$ cat config.mk
export PLATFORM = sky130hd
export DESIGN_NAME = flash_rd_mux
export DESIGN_NICKNAME = d
export VERILOG_FILES = /design/src/rtl/frm_pkg.sv /design/src/rtl/frm_qtable.sv /design/src/rtl/frm_ident.sv /design/src/rtl/frm_rsp_slot.sv /design/src/rtl/flash_rd_mux.sv
export SDC_FILE = /design/constraint.sdc
export NUM_CORES = 1
export LEC_CHECK = 0
export BUFFER_PORTS_ARGS = -buffer_cell sky130_fd_sc_hd__buf_2
export CAP_MARGIN = 20
export CORE_MARGIN = 5
export CORE_UTILIZATION = 41
export CTS_CLUSTER_DIAMETER = 30
export DETAILED_ROUTE_END_ITERATION = 8
export PLACE_DENSITY = 0.79
export SYNTH_ARGS = -nofsm -noshare
export SYNTH_HDL_FRONTEND = slang
export SYNTH_HIERARCHICAL = 1
export SYNTH_SLANG_ARGS = --single-unit
export TNS_END_PERCENT = 20
$ cat constraint.sdc
create_clock -name clk -period 1.2 [get_ports clk]
set_input_delay 0.12 -clock clk [delete_from_list [all_inputs] [get_ports clk]]
set_output_delay 0.12 -clock clk [all_outputs]
set_load 0.005 [all_outputs]
$ cat src/rtl/frm_pkg.sv
package frm_pkg;
  localparam logic [2:0] MD_ARRAY  = 3'd0;
  localparam logic [2:0] MD_IDENT  = 3'd1;
  localparam logic [2:0] MD_QUERY  = 3'd2;
  localparam logic [2:0] MD_STATUS = 3'd3;
  localparam logic [2:0] MD_ERASE  = 3'd4;

  localparam int QRY_BASE  = 16;   // word address of table byte 0
  localparam int FIXED_LEN = 29;   // bytes in the fixed table header
  localparam int BLK_W     = 17;   // block count field width
  localparam int SZ_W      = 24;   // block size field width
  localparam logic [15:0] DEV_CODE = 16'h00AD;
  localparam logic [15:0] CFG_WORD = 16'h8000;
endpackage

$ cat src/rtl/frm_qtable.sv
module frm_qtable
  import frm_pkg::*;
#(
  parameter int          NREG     = 4,
  parameter int          OFF_W    = 6,
  parameter int          CNT_W    = 3,
  parameter logic [15:0] PRI_ID   = 16'h0003,
  parameter logic [15:0] PRI_TBL  = 16'h0000,
  parameter logic [15:0] ALT_ID   = 16'h0000,
  parameter logic [15:0] ALT_TBL  = 16'h0000,
  parameter logic [31:0] VOLT     = 32'h0,
  parameter logic [63:0] TMO      = 64'h0,
  parameter logic [7:0]  DEV_LOG2 = 8'd22,
  parameter logic [15:0] IFACE    = 16'h0000,
  parameter logic [15:0] BUF_LOG2 = 16'h0000
) (
  input  logic [OFF_W-1:0]      off,
  input  logic [CNT_W-1:0]      cnt_eff,
  input  logic [NREG*BLK_W-1:0] blocks,
  input  logic [NREG*SZ_W-1:0]  sizes,
  output logic [7:0]            q_byte
);
  localparam int DESC_N = 4 * NREG;
  localparam int DIDX_W = $clog2(DESC_N);

  logic [7:0] desc [DESC_N];

  // One little-endian descriptor per region, computed from its config
  for (genvar r = 0; r < NREG; r++) begin : g_desc
    logic [15:0] cnt_m1;
    logic [15:0] sz_units;
    assign cnt_m1   = 16'(blocks[r*BLK_W +: BLK_W] - 17'd1);
    assign sz_units = 16'(sizes[r*SZ_W +: SZ_W] >> 8);
    assign desc[4*r+0] = cnt_m1[7:0];
    assign desc[4*r+1] = cnt_m1[15:8];
    assign desc[4*r+2] = sz_units[7:0];
    assign desc[4*r+3] = sz_units[15:8];
  end

  logic [OFF_W-1:0] doff;
  assign doff = off - OFF_W'(FIXED_LEN);

  always_comb begin
    q_byte = 8'h00;
    if (off < OFF_W'(FIXED_LEN)) begin
      case (int'(off))
        0:  q_byte = 8'h51;
        1:  q_byte = 8'h52;
        2:  q_byte = 8'h59;
        3:  q_byte = PRI_ID[7:0];
        4:  q_byte = PRI_ID[15:8];
        5:  q_byte = PRI_TBL[7:0];
        6:  q_byte = PRI_TBL[15:8];
        7:  q_byte = ALT_ID[7:0];
        8:  q_byte = ALT_ID[15:8];
        9:  q_byte = ALT_TBL[7:0];
        10: q_byte = ALT_TBL[15:8];
        11: q_byte = VOLT[7:0];
        12: q_byte = VOLT[15:8];
        13: q_byte = VOLT[23:16];
        14: q_byte = VOLT[31:24];
        15: q_byte = TMO[7:0];
        16: q_byte = TMO[15:8];
        17: q_byte = TMO[23:16];
        18: q_byte = TMO[31:24];
        19: q_byte = TMO[39:32];
        20: q_byte = TMO[47:40];
        21: q_byte = TMO[55:48];
        22: q_byte = TMO[63:56];
        23: q_byte = DEV_LOG2;
        24: q_byte = IFACE[7:0];
        25: q_byte = IFACE[15:8];
        26: q_byte = BUF_LOG2[7:0];
        27: q_byte = BUF_LOG2[15:8];
        default: q_byte = 8'(cnt_eff);
      endcase
    end else if (doff < OFF_W'(DESC_N)) begin
      q_byte = desc[doff[DIDX_W-1:0]];
    end
  end
endmodule

$ cat src/rtl/frm_ident.sv
module frm_ident
  import frm_pkg::*;
#(
  parameter logic [15:0] MANUF_ID = 16'h0089
) (
  input  logic [8:0]  id_addr,
  output logic [15:0] id_word,
  output logic        id_hit
);
  always_comb begin
    id_hit  = 1'b1;
    id_word = 16'h0000;
    case (id_addr)
      9'd0:    id_word = MANUF_ID;
      9'd1:    id_word = DEV_CODE;
      9'd2:    id_word = 16'h0000;   // lock state: unlocked
      9'd5:    id_word = CFG_WORD;
      default: id_hit  = 1'b0;
    endcase
  end
endmodule

$ cat src/rtl/frm_rsp_slot.sv
module frm_rsp_slot #(
  parameter int W = 16
) (
  input  logic         clk,
  input  logic         rst_n,
  input  logic         load,
  input  logic [W-1:0] din,
  input  logic         din_flag,
  input  logic         take,
  output logic         vld,
  output logic [W-1:0] dout,
  output logic         dflag
);
  always_ff @(posedge clk or negedge rst_n) begin
    if (!rst_n) begin
      vld   <= 1'b0;
      dout  <= '0;
      dflag <= 1'b0;
    end else if (load) begin
      vld   <= 1'b1;
      dout  <= din;
      dflag <= din_flag;
    end else if (take) begin
      vld   <= 1'b0;
      dflag <= 1'b0;
    end
  end
endmodule

$ cat src/rtl/flash_rd_mux.sv
module flash_rd_mux
  import frm_pkg::*;
#(
  parameter int          DATA_W   = 16,
  parameter int          ADDR_W   = 24,
  parameter int          NREG     = 4,
  parameter logic [15:0] MANUF_ID = 16'h0089,
  parameter logic [15:0] PRI_ID   = 16'h0003,
  parameter logic [15:0] PRI_TBL  = 16'h0000,
  parameter logic [15:0] ALT_ID   = 16'h0000,
  parameter logic [15:0] ALT_TBL  = 16'h0000,
  parameter logic [31:0] VOLT     = 32'h0,
  parameter logic [63:0] TMO      = 64'h0,
  parameter logic [7:0]  DEV_LOG2 = 8'd22,
  parameter logic [15:0] IFACE    = 16'h0000,
  parameter logic [15:0] BUF_LOG2 = 16'h0000,
  localparam int         CNT_W    = $clog2(NREG + 1)
) (
  input  logic                  clk,
  input  logic                  rst_n,
  input  logic                  req_valid,
  output logic                  req_ready,
  input  logic [2:0]            req_mode,
  input  logic [ADDR_W-1:0]     req_byte_addr,
  input  logic [DATA_W-1:0]     arr_data,
  input  logic [7:0]            status_byte,
  input  logic [CNT_W-1:0]      rgn_count,
  input  logic [NREG*BLK_W-1:0] rgn_blocks,
  input  logic [NREG*SZ_W-1:0]  rgn_bytes,
  output logic                  rsp_valid,
  input  logic                  rsp_ready,
  output logic [DATA_W-1:0]     rsp_data,
  output logic                  rsp_unmapped
);
  localparam int BYTES = DATA_W / 8;
  localparam int SHIFT = $clog2(BYTES);
  localparam int OFF_W = $clog2(FIXED_LEN + 4 * NREG);
  localparam int IDW   = (DATA_W < 16) ? DATA_W : 16;

  logic [ADDR_W-1:0] wa;
  logic [CNT_W-1:0]  cnt_eff;
  logic [ADDR_W-1:0] q_end;
  logic              in_q;
  logic [OFF_W-1:0]  q_off;
  logic [7:0]        q_byte;
  logic [15:0]       id_word;
  logic              id_hit;
  logic [DATA_W-1:0] nxt_data;
  logic              nxt_flag;
  logic              accept;

  assign wa      = req_byte_addr >> SHIFT;
  assign cnt_eff = (rgn_count > CNT_W'(NREG)) ? CNT_W'(NREG) : rgn_count;
  assign q_end   = ADDR_W'(QRY_BASE + FIXED_LEN) + (ADDR_W'(cnt_eff) << 2);
  assign in_q    = (wa >= ADDR_W'(QRY_BASE)) && (wa < q_end);
  assign q_off   = OFF_W'(wa - ADDR_W'(QRY_BASE));

  frm_qtable #(
    .NREG(NREG), .OFF_W(OFF_W), .CNT_W(CNT_W),
    .PRI_ID(PRI_ID), .PRI_TBL(PRI_TBL), .ALT_ID(ALT_ID), .ALT_TBL(ALT_TBL),
    .VOLT(VOLT), .TMO(TMO), .DEV_LOG2(DEV_LOG2), .IFACE(IFACE),
    .BUF_LOG2(BUF_LOG2)
  ) u_qtab (
    .off(q_off), .cnt_eff(cnt_eff), .blocks(rgn_blocks),
    .sizes(rgn_bytes), .q_byte(q_byte)
  );

  frm_ident #(.MANUF_ID(MANUF_ID)) u_id (
    .id_addr(wa[8:0]), .id_word(id_word), .id_hit(id_hit)
  );

  always_comb begin
    nxt_data = '0;
    nxt_flag = 1'b0;
    case (req_mode)
      MD_ARRAY: nxt_data = arr_data;
      MD_STATUS, MD_ERASE: nxt_data[7:0] = status_byte;
      MD_QUERY: begin
        if (in_q) nxt_data[7:0] = q_byte;
        else      nxt_flag      = 1'b1;
      end
      MD_IDENT: begin
        if (id_hit) nxt_data[IDW-1:0] = id_word[IDW-1:0];
        else        nxt_flag          = 1'b1;
      end
      default: nxt_data = '0;
    endcase
  end

  assign req_ready = !rsp_valid || rsp_ready;
  assign accept    = req_valid && req_ready;

  frm_rsp_slot #(.W(DATA_W)) u_slot (
    .clk(clk), .rst_n(rst_n), .load(accept), .din(nxt_data),
    .din_flag(nxt_flag), .take(rsp_ready), .vld(rsp_valid),
    .dout(rsp_data), .dflag(rsp_unmapped)
  );
endmodule

* Yosys cells after proc, flatten, opt, wreduce, memory -nomap -nowiden
Index checks and enable logic that the tools add are counted.
** Operators by class
- Equal/unequal tests :: 34
- Reduce and logical (&&, ||, !) cells :: 11
- $lt $le $gt $ge :: 6
- Add/sub/neg operators :: 7
- Bitwise gates (word level) :: 1
- Muxes and demuxes :: 19
** Operators with widths (count)
- $eq 6x5->1 const B :: 12
- $sub 16x1->16 const B :: 4
- $eq 6x4->1 const B :: 8
- $pmux 16 s3 :: 1
- $pmux 7 s6 :: 1
- $mux 8 :: 5
- $bmux 8 s4 :: 1
- $pmux 8 s4 :: 1
- $eq 6x3->1 const B :: 4
- $ge 23x5->1 const B :: 1
- $lt 23x7->1 :: 1
- $reduce_or 23->1 :: 1
- $mux 16 :: 1
- $pmux 8 s2 :: 1
- $eq 6x2->1 const B :: 2
- $lt 6x5->1 const B :: 2
- $sub 6x5->6 const B :: 2
- $eq 9x1->1 const B :: 1
- $eq 9x2->1 const B :: 1
- $eq 9x3->1 const B :: 1
- $logic_not 9->1 :: 1
- $add 6x5->7 const A :: 1
- $eq 3x2->1 const B :: 2
- $eq 6x1->1 const B :: 1
- 16 further kinds :: 22
** Storage, ports and cells
- Word-level logic and storage cells :: 81
- Register bits after elaboration :: 18
- Input bits :: 222
- Output and inout port bits :: 19

* Longest topological paths before layout
- Depth in word-level cells :: 10
- Mapped depth :: 16
- Mapped depth without buffers :: 11

* Modules after synthesis
The synthesis kept the hierarchy.
** By module, submodules not included
- frm_qtable :: area each 2646.3 um2, instances 1, seq. area each 0.0 um2, cells an instance 381
- frm_rsp_slot :: area each 714.4 um2, instances 1, seq. area each 450.4 um2, cells an instance 40
- flash_rd_mux :: area each 561.8 um2, instances 1, seq. area each 0.0 um2, cells an instance 79
- frm_ident :: area each 171.4 um2, instances 1, seq. area each 0.0 um2, cells an instance 22

* Least setup slack after synthesis
No wires, ideal clock.
- Path type :: input to register
- From :: input port req_byte_addr[1]
- To :: register u_slot.dout[1]
- Setup slack :: -1.974 ns
- Stages on the path :: 14
- Buffers on the path :: 6
- Library setup time :: 0.125 ns
- Arrival :: 3.049 ns
- Data required time :: 1.075 ns
- Cells stage by stage :: clkbuf_1 > inv_1 > clkbuf_1 > ha_1 > clkbuf_1 > clkbuf_1 > clkbuf_1 > clkbuf_1 > o311ai_0 > a221oi_1 > o31ai_1 > inv_1 > o21ai_1 > mux2_2
** Between the ends
- Cells in the longest elaborated chain, start to end :: 10
- Elaborated cells between the ends (all ways) :: 52
- Classes of those cells :: 2 x add/sub; 4 x order compare; 30 x eq/ne; 10 x mux; 1 x bitwise; 5 x reduce/logical
** Ends and longest elaborated chain
- start: declaration :: RTL line flash_rd_mux.sv:24 : input logic [ADDR_W-1:0] req_byte_addr,
- $sub 6x5->6 (*) :: RTL line flash_rd_mux.sv:56 : assign q_off = OFF_W'(wa - ADDR_W'(QRY_BASE));
- $sub 6x5->6 :: RTL line frm_qtable.sv:41 : assign doff = off - OFF_W'(FIXED_LEN);
- $not 4->5 (not written as such) :: RTL line frm_qtable.sv:78 : q_byte = desc[doff[DIDX_W-1:0]];
- $bmux 8 s4 :: RTL line frm_qtable.sv:78
- $mux 8 (not written as such) (2 in a row) :: RTL line frm_qtable.sv:78
- $mux 8 :: RTL line frm_qtable.sv:77 : end else if (doff < OFF_W'(DESC_N)) begin
- $mux 8 (*) :: RTL line frm_qtable.sv:45 : if (off < OFF_W'(FIXED_LEN)) begin
- named net q_byte[1] :: RTL line flash_rd_mux.sv:45 : logic [7:0] q_byte;
- $mux 8 (*) :: RTL line flash_rd_mux.sv:79 : if (in_q) nxt_data[7:0] = q_byte;
- $pmux 8 s4 (*) :: RTL line flash_rd_mux.sv:75 : case (req_mode)
- named net nxt_data[1] :: RTL line flash_rd_mux.sv:48 : logic [DATA_W-1:0] nxt_data;
- end signal: assignment :: RTL line frm_rsp_slot.sv:21 : dout <= din;
- end: declaration :: RTL line frm_rsp_slot.sv:11 : output logic [W-1:0] dout,
The timed path passes the listed nets; every way through them passes the cells marked *. The select of a mux whose other input is x is not followed.
A chain may end at the register's enable or synchronous reset.

* Worst setup path after layout
- From :: input port rgn_blocks[52]
- To :: register u_slot.dout[5]
** Between the ends
- Cells in the longest elaborated chain, start to end :: 8
** Ends and longest elaborated chain
- start: declaration :: RTL line flash_rd_mux.sv:28 : input logic [NREG*BLK_W-1:0] rgn_blocks,
- $sub 16x1->16 :: RTL line frm_qtable.sv:32 : assign cnt_m1 = 16'(blocks[r*BLK_W +: BLK_W] - 17'd1);
- $bmux 8 s4 :: RTL line frm_qtable.sv:78
- $mux 8 (not written as such) (2 in a row) :: RTL line frm_qtable.sv:78
- $mux 8 :: RTL line frm_qtable.sv:77
- $mux 8 :: RTL line frm_qtable.sv:45
- named net q_byte[5] :: RTL line flash_rd_mux.sv:45
- $mux 8 :: RTL line flash_rd_mux.sv:79
- $pmux 8 s4 :: RTL line flash_rd_mux.sv:75
- named net nxt_data[5] :: RTL line flash_rd_mux.sv:48
The timed path passes the listed nets, and every way through them passes these cells. The select of a mux whose other input is x is not followed.

==> results.ini <==
[die]
design.core.area_mm2=0.00977
io_pins=241
die-height_um=110
dieArea_mm2=0.0121
rows=36
start_util=0.419
dieWidth_um=110

[yosys]
yosys_warnings=6
ys_seq_elements=18
seq_area_frac_synth=0.110
ys_types=80
synth_flop_cell=dfrtp_1
netlist_area_mm2=0.00409
synth_edf_count=0
synth_area_per_cell_um2=7.84
synth_cells=522
async_reset_ff_frac=1.00

[setup_path]
cp_max_fo=6
slowest_delay_ns=0.59
startpoint_type=input port
path_cells=buf_8, or4_4, or4_4, nor4_4, xnor2_2, a211o_1, a221oi_2, inv_1, o21ai_1, mux2_2
slowest_stage=or4_4
cpMostUsedCell=or4_4
worst_ep_arrival_time_ns=2.57
criticalPathCategory=in2reg
crit_required_ns=1.40
cp-end-kind=flop

[placement]
io_buffer_count=203
place_area_mm2=0.00639
dp_hpwl_um=15100
gp_congestion=0.970

[job]
cap_violations=0

[timing]
max_slew_margin=0.590
skew_ns=0.00269
fin_setup_tns_ns=-9.39
timing.final.hold_violations=0
timing.hold.ws_ns=0.163
worst_pin_slew_ns=0.614
min_period_ns=2.37
fmax_mhz=422
setup_viol=17
worst_slack_ns=-1.17
slew_violations=0
period_share=1.98
rsz0062_at_grt=yes

[global_route]
antenna_found_initial=0
grt_pass1_vias=5840
grt.total_usage=0.285
grt_overflow=0
grt_max_degree=20
grt_pass1_wl_um=27500

[min_path]
hold_path_class=in2reg

[cts]
cts-root-buf=clkbuf_8
clkSlewWorstSetupHoldPaths_ns=0.07
htreeDepth=1
insertion_delay_ns=0.25
cts_tree=built
cts_buffers=3
cts_max_path_buffers=2
clkSinkCount=18

[detailed_routing]
wl_met2_um=9320
wl_per_cell_um=18.2
met3_length_um=1350
drc_errors=0
drtAntennaViolNets=0
drtIter0Drc=452
first_pass_iters=6
top_layer=met4
wirelength_um=18200
vias_per_cell=5.75
wl_met1_um=6900
vias=5736

[pwr]
power.share.sequential=0.194
swShare=0.390
p_switching_mw=1.39
vdd_drop_max_uv=375
p_per_area_mw_per_mm2=529
internal_power_mw=2.17
p_clk_frac=0.137
pwr-share-comb=0.669
p_leak_nw=3.20

[cells_and_area]
diodes=0
area_delta_synth_final_pct=64.0
fin_area_mm2=0.00671
finalNetCount=1103
drive_gt1_frac=0.534
fin_util=0.687

[outcome]
status=complete, but fails checks
violations=setup timing

==> logic make-up after synthesis <==
logic type / count (synthesis) / synth area share
AND/OR/NAND/NOR: 180 / 0.256
AO/OA/AOI/OAI: 151 / 0.265
buffers and inverters: 69 / 0.0963
XOR/XNOR: 49 / 0.105
multiplexers: 39 / 0.121
flip-flops: 18 / 0.110
adder cells (fa/ha/maj): 15 / 0.0458
other: 1 / 0.000916
==> area by class of cell <==
class / instances / area, um^2
sequential: 18 / 450
fill: 835 / 3060
multi-input combinational: 444 / 3540
timing repair buffer: 371 / 2380
tap: 133 / 166
clock buffer: 4 / 55.1
inverter: 28 / 118
==> per-stage QoR <==
stage / instances / power [mW] / worst slack [ns]
final: 998 / 3.55 / -1.17
after detailed placement: 991 / 2.91 / -1.53
after global routing: 998 / 3.75 / -1.26
after global placement: 990 / 2.86 / -1.46
after CTS: 996 / 3.45 / -1.14
after floorplan: 531 / 1.78 / -1.15
==> worst max-delay path: cells and delay by family <==
kind	cells	cell delay, ns
AND/OR/NAND/NOR	3	1.27
multiplexers	1	0.16
AO/OA/AOI/OAI	3	0.72
XOR/XNOR	1	0.12
buffers and inverters	2	0.17
==> synth_stat cells (all sizes together), types with 5 or more instances <==
cell type / count / area share
a222oi: 8 / 0.020
clkbuf: 22 / 0.035
inv: 28 / 0.026
o21ai: 31 / 0.038
mux2: 23 / 0.070
nor3: 22 / 0.027
ha: 15 / 0.046
xor2: 21 / 0.045
nand4: 9 / 0.014
mux2i: 12 / 0.029
a22o: 11 / 0.024
nand2b: 9 / 0.014
xnor2: 28 / 0.060
a221oi: 6 / 0.014
o31ai: 11 / 0.020
dfrtp: 18 / 0.11
nor4: 18 / 0.039
nand3: 13 / 0.016
a211oi: 7 / 0.013
nor2: 38 / 0.035
buf: 19 / 0.036
nor2b: 5 / 0.0076
a21oi: 29 / 0.035
nand2: 24 / 0.022
nor3b: 5 / 0.010
or3: 11 / 0.017
or4: 10 / 0.022
==> routing by layer <==
metal | GRT usage | vias up
met5 | 0 | -
met2 | 0.530 | 307
li1 | - | 2677
met1 | 0.329 | 2694
met4 | 0.0980 | 0
met3 | 0.0405 | 58
==> layout by cell type, fill, tap and decap left out, types with 6 or more instances in the layout <==
cell        n
a211oi_1    6
a21oi_1    27
a222oi_1    8
a22o_1     10
buf_2     198
buf_4     159
buf_6       6
conb_1     10
dfrtp_1    18
ha_1       11
inv_1      21
mux2_2      9
mux2_4     14
mux2i_1    12
nand2_1    24
nand2b_1    9
nand3_1    11
nand4_1     9
nor2_1     38
nor3_1     18
nor4_1     10
o21ai_0    17
o21ai_1    14
o31ai_1    10
or3_1       9
or4_1       6
xnor2_1    24
xor2_1     21
==> worst paths after layout <==
path / cells after the start / slack, ns / startpoint / end
min in group asynchronous: 2 / 0.33 / rst_n / u_slot/dflag
max in group asynchronous: 2 / 0.58 / rst_n / u_slot/dout[8]
worst max register to register: 4 / -0.08 / u_slot/vld / u_slot/dout[15]
worst min register to register: 1 / 0.51 / u_slot/dout[2] / u_slot/dout[2]
worst max-delay path: 10 / -1.17 / rgn_blocks[52] / u_slot/dout[5]
worst min-delay path: 3 / 0.16 / rsp_ready / u_slot/vld
==> sequential cells by signal, summed over array words and instances, names as in the netlist <==
register      cells
u_slot/dout      16
u_slot/vld        1
u_slot/dflag      1
==> power groups by stage <==
stage          registers [mW]  logic, mW  clock network, mW
6_report                0.689       2.38              0.487
4_1_cts                 0.688       2.27              0.491
3_5_place_dp            0.698       2.21                  0
2_1_floorplan           0.702       1.08                  0
3_3_place_gp            0.696       2.17                  0
5_1_grt                 0.694       2.54              0.523
==> what timing repair did <==
| action | 4_1_cts | 5_1_grt |
|---|---|---|
| pin swaps | 17 | 15 |
| hold buffers | 1 | 0 |
| gates cloned | 0 | 0 |
| endpoints found under the setup margin | 17 | 17 |
| hold endpoints to repair | 18 | 0 |
| gates resized for setup | 31 | 29 |
| buffers inserted | 0 | 2 |
Note: power is estimated with default switching activity, not from simulation.
